==> src/rtl/rstwake_pkg.sv <==
package rstwake_pkg;

  typedef enum logic [1:0] {
    ST_HOLD  = 2'd0,
    ST_RUN   = 2'd1,
    ST_SLEEP = 2'd2,
    ST_WAKE  = 2'd3
  } rw_state_e;

  typedef enum logic [1:0] {
    CAUSE_POR = 2'b00,
    CAUSE_PIN = 2'b01,
    CAUSE_WDT = 2'b10
  } rw_cause_e;

endpackage

==> src/rtl/rstwake_glitch.sv <==
// Synchronises the reset pin and accepts it only after a run of low samples.
module rstwake_glitch #(
  parameter int FILT_LEN = 4
) (
  input  logic clk,
  input  logic rst,
  input  logic pin_n,
  output logic active
);
  localparam int CW = $clog2(FILT_LEN + 1);
  localparam logic [CW-1:0] RUN_MAX = CW'(FILT_LEN);

  logic          sync1, sync2;
  logic [CW-1:0] low_run;

  always_ff @(posedge clk) begin
    if (rst) begin
      sync1   <= 1'b1;
      sync2   <= 1'b1;
      low_run <= '0;
    end else begin
      sync1 <= pin_n;
      sync2 <= sync1;
      if (sync2)
        low_run <= '0;
      else if (low_run != RUN_MAX)
        low_run <= low_run + 1'b1;
    end
  end

  assign active = (low_run == RUN_MAX);
endmodule

==> src/rtl/rstwake_timer.sv <==
// Saturating wake-up counter shared by reset release and power-down exit.
module rstwake_timer #(
  parameter int WAKE_CYC = 4096
) (
  input  logic clk,
  input  logic rst,
  input  logic clear,
  input  logic enable,
  output logic done
);
  localparam int CW = $clog2(WAKE_CYC + 1);
  localparam logic [CW-1:0] LIMIT = CW'(WAKE_CYC);

  logic [CW-1:0] cnt;

  always_ff @(posedge clk) begin
    if (rst || clear)
      cnt <= '0;
    else if (enable && cnt != LIMIT)
      cnt <= cnt + 1'b1;
  end

  assign done = (cnt == LIMIT);
endmodule

==> src/rtl/rstwake_ctrl.sv <==
module rstwake_ctrl
  import rstwake_pkg::*;
#(
  parameter int FILT_LEN = 4,
  parameter int WAKE_CYC = 4096
) (
  input  logic       clk,
  input  logic       rst,
  input  logic       ext_rst_n,
  input  logic       wdt_rst,
  input  logic       osc_ok,
  input  logic       flash_done,
  input  logic       pd_req,
  input  logic       pd_wake,
  output logic       sys_rst,
  output logic       cpu_hold,
  output logic       vec0_start,
  output logic [1:0] rst_cause
);
  rw_state_e state, state_nx;
  logic      pin_act, cnt_done, src_evt, cnt_clear, cnt_en;

  rstwake_glitch #(.FILT_LEN(FILT_LEN)) u_glitch (
    .clk    (clk),
    .rst    (rst),
    .pin_n  (ext_rst_n),
    .active (pin_act)
  );

  assign src_evt   = pin_act || wdt_rst;
  assign cnt_clear = src_evt || !osc_ok || state == ST_RUN || state == ST_SLEEP;
  assign cnt_en    = (state == ST_HOLD) || (state == ST_WAKE);

  rstwake_timer #(.WAKE_CYC(WAKE_CYC)) u_timer (
    .clk    (clk),
    .rst    (rst),
    .clear  (cnt_clear),
    .enable (cnt_en),
    .done   (cnt_done)
  );

  always_comb begin
    state_nx = state;
    if (src_evt) begin
      state_nx = ST_HOLD;
    end else begin
      case (state)
        ST_HOLD:  if (cnt_done && osc_ok && flash_done) state_nx = ST_RUN;
        ST_RUN:   if (pd_req)                           state_nx = ST_SLEEP;
        ST_SLEEP: if (pd_wake)                          state_nx = ST_WAKE;
        ST_WAKE:  if (cnt_done && osc_ok)               state_nx = ST_RUN;
        default:                                        state_nx = ST_HOLD;
      endcase
    end
  end

  always_ff @(posedge clk) begin
    if (rst) begin
      state      <= ST_HOLD;
      sys_rst    <= 1'b1;
      cpu_hold   <= 1'b1;
      vec0_start <= 1'b0;
      rst_cause  <= CAUSE_POR;
    end else begin
      state      <= state_nx;
      sys_rst    <= (state_nx == ST_HOLD);
      cpu_hold   <= (state_nx != ST_RUN);
      vec0_start <= (state == ST_HOLD) && (state_nx == ST_RUN);
      if (pin_act)
        rst_cause <= CAUSE_PIN;
      else if (wdt_rst)
        rst_cause <= CAUSE_WDT;
    end
  end
endmodule

==> config.mk <==
export PLATFORM = sky130hd
export DESIGN_NAME = rstwake_ctrl
export DESIGN_NICKNAME = d
export VERILOG_FILES = /design/src/rtl/rstwake_pkg.sv /design/src/rtl/rstwake_glitch.sv /design/src/rtl/rstwake_timer.sv /design/src/rtl/rstwake_ctrl.sv
export SDC_FILE = /design/constraint.sdc
export NUM_CORES = 1
export LEC_CHECK = 0
export BUFFER_PORTS_ARGS = -buffer_cell sky130_fd_sc_hd__clkbuf_2
export CORE_UTILIZATION = 25
export CTS_CLUSTER_SIZE = 20
export DETAILED_ROUTE_END_ITERATION = 6
export SYNTH_ARGS = -nofsm -noshare
export SYNTH_HDL_FRONTEND = slang
export SYNTH_SLANG_ARGS = --single-unit
==> constraint.sdc <==
create_clock -name clk -period 1.8 [get_ports clk]
set_input_delay 0.27 -clock clk [delete_from_list [all_inputs] [get_ports clk]]
set_output_delay 0.27 -clock clk [all_outputs]
set_load 0.02 [all_outputs]
==> flow_summary.rst <==
.. list-table::
   :header-rows: 1

   * - Metric
     - Value
   * - CTS tree
     - done
   * - Average routed wire per standard cell
     - 11.2 microns
   * - Busiest metal layer after global routing
     - met2
   * - Setup skew after layout
     - 0.00894 ns
   * - Max-slew headroom at the worst pin
     - 0.759
   * - Number of antenna violations at the first check in global routing
     - 0
   * - Pins Over Slew Limit
     - 0
   * - Vias in the first global route
     - 875
   * - IO Pins
     - 13
   * - Total number of vias
     - 928
   * - Main flop type after synthesis
     - sky130_fd_sc_hd__dfxtp_1
   * - Number of hold-slack violations in the final timing report
     - 0
   * - Clock period minus worst slack
     - 1.65 ns
   * - Cell at the root of the clock tree
     - sky130_fd_sc_hd__clkbuf_8
   * - Antenna Violating Nets Remaining
     - 0
   * - Post-synthesis async set-or-reset flop share
     - 0
   * - Number of maximum-capacitance constraint violations
     - 0
   * - H-Tree Depth
     - 1
   * - Worst setup slack after placement
     - 0.162 ns
   * - Kind of launch point of the worst setup path
     - flip-flop
   * - Final number of setup-violating endpoints
     - 0
   * - Area growth from synthesis to layout
     - 14.5%
   * - Worst-path cell with the longest stage delay
     - sky130_fd_sc_hd__dfxtp_1
   * - First-pass GRT wire length
     - 3850 microns
   * - Num CTS Buffers
     - 3
   * - Detailed-route vias per instance
     - 4.69
   * - Power Density
     - 673 nW/um^2
   * - Transition time at the pin with the least slew margin
     - 0.359 ns
   * - GR Layer Usage met2
     - 0.148
   * - Final worst-path setup slack
     - 0.152 ns
   * - Starting utilization of the core area
     - 0.270
   * - Count of warnings emitted by yosys
     - 0
   * - Die H
     - 71.7 microns
   * - Final RePlAce weighted congestion
     - 0.828
   * - Netlist area before placement
     - 1210 sq um
   * - Cell depth of the worst hold path
     - 2
   * - Hold-critical path endpoint
     - u_glitch.sync1
   * - Share of the yosys chip area belonging to registers
     - 0.412
   * - Die ar.
     - 5140 sq um
   * - Number of setup buffers added after CTS
     - 0
   * - Clock latency of the later-clocked register in the worst-skew pair
     - 0.27 ns
   * - Number of buffers inserted by hold repair at cts
     - 0
   * - Row Count
     - 24
   * - Reg2reg end
     - u_timer.cnt[9]
   * - Lkg Pwr
     - 0.000530 uW
   * - Setup slack of the most critical reg-to-reg path
     - 0.15 ns
   * - Overall routing resource usage
     - 0.0978
   * - IO buf count
     - 12
   * - Detailed Route WL
     - 2220 microns
   * - Clock-pin slew on the worst setup and hold paths
     - 0.09 ns
   * - Drt first-iter violations
     - 52
   * - Family with the most delay on the worst path
     - flip-flops
   * - Unrepaired setup endpoints after global routing
     - no
   * - Status
     - finished, final reports clean
   * - Maximum number of pins on one net before global-route repair
     - 14
   * - Number of nets produced by synthesis
     - 146
   * - Core region area
     - 4500 sq um
   * - Source of the worst register-to-register timing path
     - state[0]
   * - Number of DRC violations after detailed routing
     - 0
   * - Width of the die
     - 71.7 microns
   * - Slowest stage delay, CP
     - 0.39 ns
   * - Instance count of the mapped netlist
     - 130
   * - Worst setup path class
     - flip-flop to flip-flop
   * - Critical path buffer and inverter count
     - 1
   * - Max frequency
     - 0.607 GHz
   * - Worst path required time
     - 1.96 ns
   * - Kind of end point of the critical path
     - flip-flop
   * - Avg Cell Area, Syn
     - 9.35 sq um
   * - Ordered cell list for the critical path
     - inv_1, ha_1, a31oi_4, nand4_1, xor2_1, nor2_1
   * - Post-layout net count
     - 163
   * - Post-synth EDFFs
     - 0
   * - Setup TNS
     - 0 ns
   * - Total power after layout
     - 937 uW
   * - Maximum fanout along the worst path
     - 8
   * - Max Buffers Root-to-Sink
     - 2
   * - Layout fillers
     - 484
   * - VDD IR-drop max
     - 0.212 mV
   * - Met1 Track Usage GR
     - 0.119
   * - R2R cell count
     - 6
   * - Clock sink total
     - 25
   * - Grt total ovfl
     - 0
   * - Number of synthesized register bits
     - 25
   * - Fraction of final layout cells sized beyond drive strength 1
     - 0.171
   * - Number of inserted diodes
     - 0
   * - Kind of path behind the tightest hold check
     - input pin to flip-flop
   * - Distinct cell type count of the synthesized netlist
     - 31
   * - Arrival time of the worst setup path
     - 1.81 ns
   * - Number of resized instances in the post-cts repair step
     - 0
   * - Pre-Repair DR Iteration Count
     - 4
   * - Sum of net half-perimeters after detailed placement
     - 1620 microns
   * - Met3 usage in global routing
     - 0.0380
   * - Hold_sp
     - ext_rst_n
   * - Crit share post-route
     - 0.916
power by group:
part	internal, uW	switching (uW)	total [uW]	leakage [uW]
registers	558	4.19	562	0.000202
clock network	158	175	334	0.0000228
logic	19.1	21.8	40.9	0.000305
total	736	201	937	0.000530
cell type report:
class	instances	area [sq um]	area share
repair buffers	14	75.1	0.0540
multi-input cells	96	679	0.488
well taps	52	65.1	0.0468
inverters	7	26.3	0.0189
clock buffers	4	45.0	0.0324
flip-flops and latches	25	500	0.360
cell usage in the layout, fill, tap and decap left out, types with 4 or more instances in the layout:
cell	instances
sky130_fd_sc_hd__nand3_1	6
sky130_fd_sc_hd__nor2_1	20
sky130_fd_sc_hd__dfxtp_1	25
sky130_fd_sc_hd__ha_1	8
sky130_fd_sc_hd__nand4_1	7
sky130_fd_sc_hd__nand2_1	9
sky130_fd_sc_hd__clkbuf_2	12
sky130_fd_sc_hd__nor3_1	4
sky130_fd_sc_hd__o21ai_0	4
sky130_fd_sc_hd__xor2_1	10
sky130_fd_sc_hd__inv_1	7
worst max-delay path by stage:
stage / startpoint / end / slack (ns) / cells past startpoint
after CTS: state[0] / u_timer.cnt[9] / 0.16 / 6
after global routing: state[0] / u_timer.cnt[9] / 0.06 / 6
after floorplan: state[1] / u_timer.cnt[9] / 0.33 / 6
after detailed placement: state[0] / u_timer.cnt[3] / 0.16 / 6
after global placement: state[0] / u_timer.cnt[9] / 0.22 / 6
final: state[0] / u_timer.cnt[9] / 0.15 / 6
cells in the mapped netlist, drive strengths merged, types with 2 or more instances:
cell type | number | area [sq um]
xor2 | 10 | 87.6
nor4b | 2 | 47.6
nand2 | 9 | 33.8
nand3 | 6 | 30.0
dfxtp | 25 | 500
xnor2 | 3 | 26.3
or2 | 2 | 12.5
nand2b | 2 | 12.5
a211oi | 3 | 22.5
inv | 7 | 26.3
nor3 | 5 | 30.0
nand4 | 7 | 43.8
ha | 8 | 100
nor2 | 20 | 75.1
o21ai | 4 | 20.0
a21oi | 3 | 15.0
sequential cells by signal (all words and copies together) (netlist names):
| name | flops |
|---|---|
| u_timer.cnt | 13 |
| u_glitch.low_run | 3 |
| rst_cause | 2 |
| state | 2 |
| cpu_hold | 1 |
| sys_rst | 1 |
| u_glitch.sync1 | 1 |
| u_glitch.sync2 | 1 |
| vec0_start | 1 |
through the flow:
step	area, sq um	utilization	cells	hold slack (ns)
after floorplan	1210	-	130	0.374
after global routing	1390	0.309	198	0.165
after detailed placement	1350	0.299	194	0.404
after CTS	1390	0.309	198	0.170
after global placement	1350	0.299	194	0.392
final	1390	0.309	198	0.179
worst register-to-register path, cell delays in order, from the launching register on:
cell and delay (ns):
sky130_fd_sc_hd__dfxtp_1 0.39, sky130_fd_sc_hd__inv_1 0.10, sky130_fd_sc_hd__ha_1 0.39, sky130_fd_sc_hd__a31oi_4 0.30
sky130_fd_sc_hd__nand4_1 0.15, sky130_fd_sc_hd__xor2_1 0.16, sky130_fd_sc_hd__nor2_1 0.05
layer usage:
metal	share of wire	routed length [microns]	up-vias
li1	-	-	480
met2	0.44	983	17
met5	0	0	-
met1	0.50	1110	427
met3	0.036	80	4
met4	0.022	50	0
logic make-up after synthesis:
family | synth area share
buffers and inverters | 0.0288
multiplexers | 0.00824
adder cells (fa/ha/maj) | 0.0824
AO/OA/AOI/OAI | 0.0937
AND/OR/NAND/NOR | 0.281
XOR/XNOR | 0.0937
flip-flops | 0.412
(Power assumes the default switching activity.)
